==> src/rtl/cal_pkg.sv <==
package cal_pkg;
  localparam int SEC_W = 6;
  localparam int MIN_W = 6;
  localparam int HR_W  = 5;
  localparam int DAY_W = 5;
  localparam int MON_W = 4;
  localparam int YR_W  = 6;
  localparam int WORD_W = 32;
  localparam int TIME_BUSY_BIT = 8;
  localparam int DATE_BUSY_BIT = 7;

  typedef struct packed {
    logic [HR_W-1:0]  hr;
    logic [MIN_W-1:0] mn;
    logic [SEC_W-1:0] sc;
  } hms_t;

  typedef struct packed {
    logic             leap;
    logic [YR_W-1:0]  yr;
    logic [MON_W-1:0] mo;
    logic [DAY_W-1:0] dy;
  } ymd_t;

  localparam int HMS_BITS = $bits(hms_t);
  localparam int YMD_BITS = $bits(ymd_t);

  function automatic hms_t hms_from_word(logic [WORD_W-1:0] w);
    hms_t t;
    t.sc = w[5:0];
    t.mn = w[13:8];
    t.hr = w[20:16];
    return t;
  endfunction

  function automatic logic [WORD_W-1:0] hms_to_word(hms_t t);
    logic [WORD_W-1:0] w;
    w = '0;
    w[5:0]   = t.sc;
    w[13:8]  = t.mn;
    w[20:16] = t.hr;
    return w;
  endfunction

  function automatic ymd_t ymd_from_word(logic [WORD_W-1:0] w);
    ymd_t d;
    d.dy   = w[4:0];
    d.mo   = w[11:8];
    d.yr   = w[21:16];
    d.leap = w[22];
    return d;
  endfunction

  function automatic logic [WORD_W-1:0] ymd_to_word(ymd_t d);
    logic [WORD_W-1:0] w;
    w = '0;
    w[4:0]   = d.dy;
    w[11:8]  = d.mo;
    w[21:16] = d.yr;
    w[22]    = d.leap;
    return w;
  endfunction

  function automatic logic [DAY_W-1:0] month_days(logic [MON_W-1:0] mo, logic leap);
    case (mo)
      4'd2:                    return leap ? DAY_W'(29) : DAY_W'(28);
      4'd4, 4'd6, 4'd9, 4'd11: return DAY_W'(30);
      default:                 return DAY_W'(31);
    endcase
  endfunction

  // 1970 mod 4 = 2, so (off + 1970) mod 4 == 0 iff off mod 4 == 2
  function automatic logic leap_of(logic [YR_W-1:0] yr);
    return yr[1:0] == 2'd2;
  endfunction
endpackage

==> src/rtl/cal_commit.sv <==
module cal_commit #(
  parameter int W = 17,
  parameter int N = 2
) (
  input  logic         clk_i,
  input  logic         rst_ni,
  input  logic         wr_i,
  input  logic [W-1:0] wdata_i,
  input  logic         slow_en_i,
  output logic         busy_o,
  output logic         commit_o,
  output logic [W-1:0] stage_o
);
  localparam int CW = (N > 1) ? $clog2(N) : 1;

  logic [CW-1:0] cnt_q;
  logic          busy_q;
  logic [W-1:0]  stage_q;

  assign commit_o = busy_q & slow_en_i & (cnt_q == CW'(N - 1));
  assign busy_o   = busy_q;
  assign stage_o  = stage_q;

  always_ff @(posedge clk_i or negedge rst_ni) begin
    if (!rst_ni) begin
      busy_q  <= 1'b0;
      cnt_q   <= '0;
      stage_q <= '0;
    end else if (!busy_q) begin
      if (wr_i) begin
        busy_q  <= 1'b1;
        cnt_q   <= '0;
        stage_q <= wdata_i;
      end
    end else if (slow_en_i) begin
      if (commit_o) busy_q <= 1'b0;
      else          cnt_q  <= cnt_q + 1'b1;
    end
  end
endmodule

==> src/rtl/cal_hms.sv <==
module cal_hms
  import cal_pkg::*;
(
  input  logic clk_i,
  input  logic rst_ni,
  input  logic tick_i,
  input  logic load_i,
  input  hms_t load_val_i,
  output hms_t hms_o,
  output logic wrap_o
);
  hms_t hms_q, hms_inc;
  logic sc_top, mn_top, hr_top;

  assign sc_top = hms_q.sc >= SEC_W'(59);
  assign mn_top = hms_q.mn >= MIN_W'(59);
  assign hr_top = hms_q.hr >= HR_W'(23);

  always_comb begin
    hms_inc = hms_q;
    if (!sc_top) hms_inc.sc = hms_q.sc + 1'b1;
    else begin
      hms_inc.sc = '0;
      if (!mn_top) hms_inc.mn = hms_q.mn + 1'b1;
      else begin
        hms_inc.mn = '0;
        hms_inc.hr = hr_top ? '0 : hms_q.hr + 1'b1;
      end
    end
  end

  assign wrap_o = tick_i & ~load_i & sc_top & mn_top & hr_top;
  assign hms_o  = hms_q;

  always_ff @(posedge clk_i or negedge rst_ni) begin
    if (!rst_ni)     hms_q <= '0;
    else if (load_i) hms_q <= load_val_i;
    else if (tick_i) hms_q <= hms_inc;
  end
endmodule

==> src/rtl/cal_ymd.sv <==
module cal_ymd
  import cal_pkg::*;
(
  input  logic clk_i,
  input  logic rst_ni,
  input  logic adv_i,
  input  logic load_i,
  input  ymd_t load_val_i,
  output ymd_t ymd_o
);
  ymd_t ymd_q, ymd_inc;
  logic last_day, last_mon;

  assign last_day = ymd_q.dy >= month_days(ymd_q.mo, ymd_q.leap);
  assign last_mon = ymd_q.mo >= MON_W'(12);

  always_comb begin
    ymd_inc = ymd_q;
    if (!last_day) ymd_inc.dy = ymd_q.dy + 1'b1;
    else begin
      ymd_inc.dy = DAY_W'(1);
      if (!last_mon) ymd_inc.mo = ymd_q.mo + 1'b1;
      else begin
        ymd_inc.mo   = MON_W'(1);
        ymd_inc.yr   = ymd_q.yr + 1'b1;
        ymd_inc.leap = leap_of(ymd_q.yr + 1'b1);
      end
    end
  end

  assign ymd_o = ymd_q;

  always_ff @(posedge clk_i or negedge rst_ni) begin
    if (!rst_ni)     ymd_q <= '{leap: 1'b0, yr: '0, mo: MON_W'(1), dy: DAY_W'(1)};
    else if (load_i) ymd_q <= load_val_i;
    else if (adv_i)  ymd_q <= ymd_inc;
  end
endmodule

==> src/rtl/cal_counter.sv <==
module cal_counter
  import cal_pkg::*;
#(
  parameter int COMMIT_SLOW = 2
) (
  input  logic        clk_i,
  input  logic        rst_ni,
  input  logic        sec_tick_i,
  input  logic        slow_en_i,
  input  logic        time_wr_i,
  input  logic        date_wr_i,
  input  logic [31:0] wdata_i,
  output logic [31:0] time_o,
  output logic [31:0] date_o,
  output logic [31:0] ctrl_o
);
  logic t_busy, t_commit, d_busy, d_commit, day_wrap;
  logic [HMS_BITS-1:0] t_stage;
  logic [YMD_BITS-1:0] d_stage;
  hms_t hms;
  ymd_t ymd;

  cal_commit #(.W(HMS_BITS), .N(COMMIT_SLOW)) u_time_commit (
    .clk_i, .rst_ni, .wr_i(time_wr_i), .wdata_i(hms_from_word(wdata_i)),
    .slow_en_i, .busy_o(t_busy), .commit_o(t_commit), .stage_o(t_stage)
  );

  cal_commit #(.W(YMD_BITS), .N(COMMIT_SLOW)) u_date_commit (
    .clk_i, .rst_ni, .wr_i(date_wr_i), .wdata_i(ymd_from_word(wdata_i)),
    .slow_en_i, .busy_o(d_busy), .commit_o(d_commit), .stage_o(d_stage)
  );

  cal_hms u_hms (
    .clk_i, .rst_ni, .tick_i(sec_tick_i), .load_i(t_commit),
    .load_val_i(hms_t'(t_stage)), .hms_o(hms), .wrap_o(day_wrap)
  );

  cal_ymd u_ymd (
    .clk_i, .rst_ni, .adv_i(day_wrap), .load_i(d_commit),
    .load_val_i(ymd_t'(d_stage)), .ymd_o(ymd)
  );

  assign time_o = hms_to_word(hms);
  assign date_o = ymd_to_word(ymd);

  always_comb begin
    ctrl_o = '0;
    ctrl_o[TIME_BUSY_BIT] = t_busy;
    ctrl_o[DATE_BUSY_BIT] = d_busy;
  end
endmodule

==> config.mk <==
export PLATFORM = sky130hd
export DESIGN_NAME = cal_counter
export DESIGN_NICKNAME = d
export VERILOG_FILES = /design/src/rtl/cal_pkg.sv /design/src/rtl/cal_commit.sv /design/src/rtl/cal_hms.sv /design/src/rtl/cal_ymd.sv /design/src/rtl/cal_counter.sv
export SDC_FILE = /design/constraint.sdc
export NUM_CORES = 1
export LEC_CHECK = 0
export BUFFER_PORTS_ARGS = -buffer_cell sky130_fd_sc_hd__buf_4
export CORE_MARGIN = 2
export CORE_UTILIZATION = 29
export CTS_CLUSTER_SIZE = 24
export DETAILED_ROUTE_END_ITERATION = 10
export PLACE_DENSITY_LB_ADDON = 0.12
export SYNTH_ARGS = -nofsm -noshare
export SYNTH_HDL_FRONTEND = slang
export SYNTH_SLANG_ARGS = --single-unit
==> constraint.sdc <==
create_clock -name clk_i -period 6.3 [get_ports clk_i]
set_input_delay 0.63 -clock clk_i [delete_from_list [all_inputs] [get_ports clk_i]]
set_output_delay 0.63 -clock clk_i [all_outputs]
set_load 0.05 [all_outputs]
Word-level counts from Yosys, hierarchy flattened
Index checks and enable logic that the tools add are counted.
{"block": "classes", "add_sub_neg": 8, "n_lt_le_gt_ge": 5, "n_eq_ne": 10, "n_mux": 31, "n_bitwise": 11, "n_reduce_logical": 17}
{"op": "$mux 17", "count": 2}
{"op": "$mux 16", "count": 2}
{"op": "$mux 11", "count": 2}
{"op": "$add 6x1->6 const B", "count": 3}
{"op": "$mux 1", "count": 17}
{"op": "$reduce_bool 2->1", "count": 8}
{"op": "$mux 5", "count": 3}
{"op": "$ge 6x6->1 const B", "count": 2}
{"op": "$mux 6", "count": 2}
{"op": "$reduce_and 3->1", "count": 4}
{"op": "$add 5x1->5 const B", "count": 2}
{"op": "$pmux 5 s2", "count": 1}
{"op": "$and 1x1->1", "count": 8}
{"op": "$eq 4x3->1 const B", "count": 2}
{"op": "$eq 4x4->1 const B", "count": 2}
{"op": "$ne 2x2->1 const B", "count": 4}
{"op": "$reduce_and 2->1", "count": 4}
{"op": "$mux 7", "count": 1}
{"op": "$ge 5x5->1", "count": 1}
{"op": "$ge 5x5->1 const B", "count": 1}
{"op": "$add 4x1->4 const B", "count": 1}
{"op": "$eq 4x2->1 const B", "count": 1}
{"op": "$ge 4x4->1 const B", "count": 1}
{"op": "$mux 4", "count": 1}
{"op": "other kinds (4)", "count": 7}
{"block": "word_totals", "regBits": 70, "in_bits": 38, "output_inout_bits": 96, "word_cells": 95}

Depth between registers and ports, before layout
Gate-level depths: netlist (run 1).
{"block": "logic_depth", "depth_word": 9, "ltp_mapped": 12}

By module
A second synthesis (run 1) with hierarchy kept.
{"block": "hier_totals", "hier_cells": 414, "area_unflattened_um2": 4260.3}
{"mod": "cal_ymd", "instances": 1, "cells_per_inst": 142, "area_per_inst_um2": 1206.2, "seq_area_each_um2": 402.9}
{"mod": "cal_hms", "instances": 1, "cells_per_inst": 122, "area_per_inst_um2": 1087.3, "seq_area_each_um2": 425.4}
{"mod": "cal_commit at u_time_commit", "instances": 1, "cells_per_inst": 44, "area_per_inst_um2": 763.2, "seq_area_each_um2": 475.5}
{"mod": "cal_commit at u_date_commit", "instances": 1, "cells_per_inst": 42, "area_per_inst_um2": 726.9, "seq_area_each_um2": 450.4}
{"mod": "cal_counter", "instances": 1, "cells_per_inst": 64, "area_per_inst_um2": 476.7, "seq_area_each_um2": 0.0}

Worst setup path after synthesis (run 1)
No wires, ideal clock.
{"block": "synth_timing", "kind": "register to register", "startpoint": "register u_ymd.ymd_q (netlist bit u_ymd.ymd_o[5])", "endpoint": "register u_ymd.ymd_q (netlist bit u_ymd.ymd_o[8])", "setup_time_ns": 0.124, "arrival_time_ns": 2.672, "t_required_ns": 6.176, "slack_ns": 3.504, "stages_incl_launch_ff": 13, "n_path_buf": 1, "period_less_slack_ns": 2.796, "cell_sequence": "dfstp_2 > inv_1 > ha_1 > o21ai_0 > o21ai_0 > o21ai_0 > ha_1 > nand2b_1 > a21o_1 > nand4_4 > clkbuf_1 > nor3_1 > a211o_1"}
{"block": "synth_between", "elab_chain_cells": 6, "elab_cells_between_ends": 16, "cone_classes": "1 x add/sub; 2 x order compare; 5 x eq/ne; 5 x mux; 3 x reduce/logical"}
{"element": "start: declaration", "line_no": "cal_ymd.sv:11", "rtl": "ymd_t ymd_q, ymd_inc;"}
{"element": "start signal: assignment", "line_no": "cal_ymd.sv:34", "rtl": "if (!rst_ni) ymd_q <= '{leap: 1'b0, yr: '0, mo: MON_W'(1), dy: DAY_W'(1)};"}
{"element": "start signal: assignment", "line_no": "cal_ymd.sv:35", "rtl": "else if (load_i) ymd_q <= load_val_i;"}
{"element": "start signal: assignment", "line_no": "cal_ymd.sv:36", "rtl": "else if (adv_i) ymd_q <= ymd_inc;"}
{"element": "$eq 4x3->1 or $eq 4x4->1 (tied branches)", "line_no": "cal_pkg.sv:65", "rtl": "case (mo)"}
{"element": "$reduce_or 4->1", "line_no": "cal_pkg.sv:65"}
{"element": "$pmux 5 s2", "line_no": "cal_pkg.sv:65"}
{"element": "$ge 5x5->1", "line_no": "cal_ymd.sv:14", "rtl": "assign last_day = ymd_q.dy >= month_days(ymd_q.mo, ymd_q.leap);"}
{"element": "$reduce_bool 2->1 (no line)"}
{"element": "$reduce_and 2->1 (no line)"}
Parallel ways exist; a longest one is shown, timed or not. The select of a mux whose other input is x is not followed.
A chain may end at the register's enable or synchronous reset.

Worst setup path in the final report (run 1)
{"block": "layout_timing", "startpoint": "register u_ymd.ymd_q (netlist bit u_ymd.ymd_o[5])", "endpoint": "register u_ymd.ymd_q (netlist bit u_ymd.ymd_o[14])"}
{"block": "layout_between", "elab_chain_cells": 6, "elab_cells_between_ends": 12, "cone_classes": "2 x order compare; 5 x eq/ne; 1 x mux; 4 x reduce/logical"}
{"element": "$eq 4x3->1 or $eq 4x4->1 (tied branches)", "line_no": "cal_pkg.sv:65"}
{"element": "$reduce_or 4->1", "line_no": "cal_pkg.sv:65"}
{"element": "$pmux 5 s2", "line_no": "cal_pkg.sv:65"}
{"element": "$ge 5x5->1", "line_no": "cal_ymd.sv:14"}
{"element": "$reduce_bool 2->1 (no line)"}
{"element": "$reduce_and 3->1 (no line) *"}
Mark *: on every way between the ends. The rest lies on a longest branch, timed or not.

==> results.cfg, run 1 <==
[floorplanning]
die_width_um = 121
rows = 42
ioPinCount = 134
core-area_um2 = 13300
die_y_um = 121
fp.dieArea_um2 = 14700
start_util_pct = 29.9

[clock_tree]
clk_latency_ns = 0.33
path_clk_slew_ns = 0.06
postCtsSetupRepairBufs = 0
clkSinkCount = 70
clockBufferDepth = 2
cts_tree = built
htreeDepth = 3
clk_root_buffer_cell = clkbuf_16
cts_resized = 0
cts_inserted_buffers = 9
cts_hold_buf = 0

[grt]
globalRoute.totalOverflow = 0
antenna_found_initial = 0
grt_max_degree = 71
grt_pass1_vias = 2706
grt_pass1_wl_mm = 14.2
track_usage_pct = 12.5

[detailed_routing]
firstDrtPassIters = 5
wl_per_cell_um = 13.7
via_per_inst = 4.51
vias = 2883
drt-initial-drc-count = 124
drcViolationCount = 0
ant_nets = 0
drt-total-wl_mm = 8.78

[critical_path]
timing.rr.start = u_ymd.ymd_o[5]
r2r_end = u_ymd.ymd_o[14]
start_kind = flip-flop
crit_fanout = 15
r2r_cells = 11
r2r_setup_slack_ns = 3.44
arrival_ns = 3.09
critPathCapture = u_ymd.ymd_o[14]
required_ns = 6.53
crit_start = u_ymd.ymd_o[5]
path_class = flip-flop to flip-flop
critPathCaptureType = flip-flop

[placement]
port_buffers = 59
hpwl_mm = 6.33
dp_slack_ns = 3.41
finalWeightedCongestion = 0.789

[logic_synthesis]
ys_ff_latch = 70
synth_edf_count = 0
syn-instance-count = 404
syn-cell-area_um2 = 3970
synth_area_leaders = dfrtp_1 (43%), buf_4 (12%), mux2_2 (9.6%)
syn-mean-instance-area_um2 = 9.84
netlist_top_cells_count = dfrtp_1 (68), buf_4 (63), mux2_2 (34), nor2_1 (34), o21ai_0 (31)
synth_top_area_cell = dfrtp_1
ys_warn_count = 0
yosysSeqAreaShare_pct = 44.1
synth_cell_types = 46
yosysMostFrequentCell = dfrtp_1
ys.flop_type = dfrtp_1
synthArstFlopShare_pct = 100
synth_top_area_share_pct = 42.8

[final_layout]
fin_nets = 508
syn_to_final_growth_pct = 16.3
multiInputGateArea_um2 = 1880
layout-drive-gt1-share_pct = 25.1
final-seq-area_um2 = 1750
fillers = 1370
insertedDiodeCount = 0

[timing]
finalCritPeriodShare_pct = 45.4
max-slew-margin-rel_pct = 37.3
worst_slack_ns = 3.44
finalSetupTns_ns = 0
slew_violations = 0
min_period_ns = 2.86
worst_pin_slew_ns = 0.938
setup_viol = 0
rsz0062_at_grt = no
skew_ns = 0.00636
fmax_mhz = 350
hold_viol_final = 0

[status]
outcome = finished, final reports clean

[job]
maxCapViolations = 0

[worst_hold_path]
hold_class = primary input to asynchronous set/reset pin

[power_and_ir_drop]
powerDensity_nw_per_um2 = 579
power_leakage_nw = 2.06
vdd_drop_max_v = 0.000284
kinds of logic (layout without fill, tap and decap cells):
group | after synthesis | count (layout) | share of synthesized area [%]
adder cells (fa/ha/maj) | 12 | 12 | 3.78
flip-flops | 70 | 70 | 44.1
AO/OA/AOI/OAI | 85 | 85 | 13.2
multiplexers | 35 | 35 | 9.89
AND/OR/NAND/NOR | 115 | 115 | 14.6
other | 1 | 61 | 0.0944
buffers and inverters | 86 | 85 | 14.3
metrics by stage:
step	hold slack (ns)	total power, mW	instance area [µm²]	cells	utilization (%)
6_report	0.432	2.68	4620	639	34.8
5_1_grt	0.511	2.88	4620	639	34.8
3_5_place_dp	0.467	2.21	4340	623	32.6
2_1_floorplan	0.334	1.87	4200	464	-
3_3_place_gp	0.466	2.19	4340	623	32.6
4_1_cts	0.481	2.72	4620	639	34.8
critical path: stages, from the launching register on:
cell,delay (ns)
dfstp_2,0.58
inv_1,0.09
ha_1,0.21
o21ai_0,0.13
o21ai_0,0.10
o21ai_0,0.17
ha_1,0.14
nand2b_1,0.09
a21o_1,0.25
nand4_4,0.24
or4_1,0.56
a31oi_1,0.18
layer usage:
| metal | vias up | share of wire, % | track usage [%] |
|---|---|---|---|
| met3 | 5 | 5.0 | 2.96 |
| li1 | 1424 | - | - |
| met5 | - | 0 | 0 |
| met1 | 1360 | 48 | 17.7 |
| met2 | 94 | 46 | 18.6 |
| met4 | 0 | 1.0 | 4.58 |
how the worst min path moves through the flow:
| stage | start | end | slack [ns] | cells past startpoint |
|---|---|---|---|---|
| 6_report | rst_ni | u_ymd.ymd_o[3] | 0.43 | 1 |
| 5_1_grt | u_time_commit.stage_o[12] | u_hms.hms_o[12] | 0.51 | 2 |
| 4_1_cts | rst_ni | u_ymd.ymd_o[3] | 0.48 | 1 |
| 3_5_place_dp | u_time_commit.stage_o[12] | u_hms.hms_o[12] | 0.47 | 2 |
| 3_3_place_gp | u_time_commit.stage_o[10] | u_hms.hms_o[10] | 0.47 | 2 |
| 2_1_floorplan | rst_ni | u_date_commit.busy_o | 0.33 | 0 |
final cells by class:
| type | count | area share (%) |
|---|---|---|
| multi-input cells | 308 | 40.6 |
| repair buffers | 61 | 9.91 |
| clock buffers | 11 | 5.04 |
| flip-flops and latches | 70 | 38.0 |
| inverters | 8 | 0.650 |
| well taps | 176 | 4.76 |
| clock inverters | 5 | 1.08 |
sequential cells by signal, indices dropped and copies added, names as in the netlist:
register / count
u_date_commit.busy_o: 1
u_date_commit.cnt_q: 1
u_date_commit.stage_o: 16
u_hms.hms_o: 17
u_time_commit.busy_o: 1
u_time_commit.cnt_q: 1
u_time_commit.stage_o: 17
u_ymd.ymd_o: 16
report_power, final:
| part | total (mW) | switching [mW] | internal [mW] |
|---|---|---|---|
| sequential | 0.907 | 0.225 | 0.682 |
| combinational | 1.28 | 0.840 | 0.442 |
| clock | 0.488 | 0.184 | 0.304 |
| total | 2.68 | 1.25 | 1.43 |
layout by cell type (no fill, tap or decap), types with 5 or more instances in the layout:
cell type,n
o31ai_1,8
nor2b_1,7
a31oi_1,19
ha_1,12
o21ai_0,31
or4_1,5
and3_1,9
a21oi_1,12
clkbuf_16,9
inv_1,8
buf_4,61
conb_1,61
nor3_1,6
nand3_1,11
nor2_1,34
mux2_2,34
dfrtp_1,68
nand2_1,27
(Power assumes the default switching activity.)
==> run 2: changes to the inputs <==
==> constraint.sdc (replaced) <==
create_clock -name clk_i -period 2.9 [get_ports clk_i]
set_input_delay 0.29 -clock clk_i [delete_from_list [all_inputs] [get_ports clk_i]]
set_output_delay 0.29 -clock clk_i [all_outputs]
set_load 0.05 [all_outputs]
==> results.cfg, run 2 (same netlist as run 1, synthesis figures left out) <==
[status]
outcome = finished, final reports clean

[timing]
skew_ns = 0.00819
max-slew-margin-rel_pct = 38.9
finalSetupTns_ns = 0
hold_viol_final = 0
slew_violations = 0
setup_viol = 0
worst_pin_slew_ns = 0.917
rsz0062_at_grt = no
min_period_ns = 2.66
finalCritPeriodShare_pct = 91.8
fmax_mhz = 376

[clock_tree]
cts_tree = built
path_clk_slew_ns = 0.06
postCtsSetupRepairBufs = 0
clk_latency_ns = 0.32
clk_root_buffer_cell = clkbuf_16
clockBufferDepth = 2
cts_inserted_buffers = 9
clkSinkCount = 70
htreeDepth = 3

[detailed_routing]
firstDrtPassIters = 4
via_per_inst = 4.53
wl_per_cell_um = 14.0
drcViolationCount = 0
vias = 2917
ant_nets = 0
drt-initial-drc-count = 170
drt-total-wl_mm = 9.00

[worst_hold_path]
hold_class = primary input to asynchronous set/reset pin

[floorplanning]
fp.dieArea_um2 = 14700
die_width_um = 121
start_util_pct = 29.9
rows = 42
die_y_um = 121
core-area_um2 = 13300
ioPinCount = 134

[final_layout]
syn_to_final_growth_pct = 18.3
fin_nets = 513
final_cell_mix = dfrtp_1 (68), buf_4 (66), conb_1 (61)
final_common_cell = dfrtp_1
insertedDiodeCount = 0
final_util_pct = 35.4
layout-drive-gt1-share_pct = 26.1

[critical_path]
crit_fanout = 7
critPathCaptureType = flip-flop
required_ns = 3.13
arrival_ns = 2.89
start_kind = flip-flop
path_class = flip-flop to flip-flop

[placement]
hpwl_mm = 6.46
finalWeightedCongestion = 0.806
port_buffers = 59

[grt]
track_usage_pct = 12.7
grt_pass1_vias = 2730
grt_max_degree = 71
grt_pass1_wl_mm = 14.6
antenna_found_initial = 0
globalRoute.totalOverflow = 0

[power_and_ir_drop]
powerDensity_nw_per_um2 = 1280
power_leakage_nw = 2.10
vdd_drop_max_v = 0.000495

[job]
maxCapViolations = 0
-- run 2: cell types whose count changed in the layout (fill, tap and decap cells not counted), sizes merged --
| cell | change |
|---|---|
| clkinv | -2 |
| buf | +5 |
| bufinv | +1 |
| clkbuf | +1 |
-- run 2: repair_timing --
action                     4_1_cts  5_1_grt
resized for setup                0        1
hold buffers                     0        0
setup endpoints to repair        0        2
-- run 2: final timing paths --
path                       cells past startpoint                   to                      from  slack, ns
min in group clk_i                             2  u_time_commit.cnt_q                 time_wr_i       0.18
max in group asynchronous                      1      u_ymd.ymd_o[14]                    rst_ni       2.20
min reg2reg                                    2       u_hms.hms_o[3]  u_time_commit.stage_o[3]       0.49
max                                           11      u_ymd.ymd_o[10]            u_ymd.ymd_o[5]       0.24
min                                            1       u_ymd.ymd_o[2]                    rst_ni       0.07
max reg2reg                                   11      u_ymd.ymd_o[10]            u_ymd.ymd_o[5]       0.24
-- run 2: cell type report --
cell class                      instances  area, µm²
Timing Repair Buffer                   66        495
Multi-Input combinational cell        308       1880
Clock buffer                           12        246
Fill cell                            1365       8590
Tap cell                              176        220
Inverter                                8       30.0
Clock inverter                          4       70.1
Sequential cell                        70       1750
-- run 2: critical path, stage by stage, from the launching register on --
cell	delay [ns]
dfstp_2	0.57
inv_1	0.08
ha_1	0.21
o21ai_0	0.13
o21ai_0	0.10
o21ai_0	0.18
ha_1	0.26
nand2b_1	0.15
a21o_4	0.23
and4_1	0.28
and3_1	0.19
o31ai_1	0.19
-- run 2: power breakdown --
part	total (mW)	internal [mW]	switching, mW
clock network	1.18	0.774	0.405
registers	1.99	1.48	0.508
logic	2.85	1.01	1.85
-- run 2: routing by layer --
layer	vias up	GRT usage, %	part of all wire [%]
li1	1433	-	-
met2	98	19.5	45
met5	-	0	0
met1	1382	17.7	49
met3	4	3.10	5.2
met4	0	3.71	0.70
-- run 2: stage by stage --
step / setup WS, ns / cells / cell area (µm²) / hold WS (ns) / total power, mW
2_1_floorplan: 0.104 / 464 / 4200 / -0.00559 / 4.06
3_3_place_gp: 0.185 / 628 / 4380 / 0.468 / 4.80
3_5_place_dp: 0.149 / 628 / 4380 / 0.471 / 4.82
4_1_cts: 0.121 / 644 / 4690 / 0.145 / 6.06
5_1_grt: 0.0670 / 644 / 4700 / 0.182 / 6.42
6_report: 0.238 / 644 / 4700 / 0.0709 / 6.02
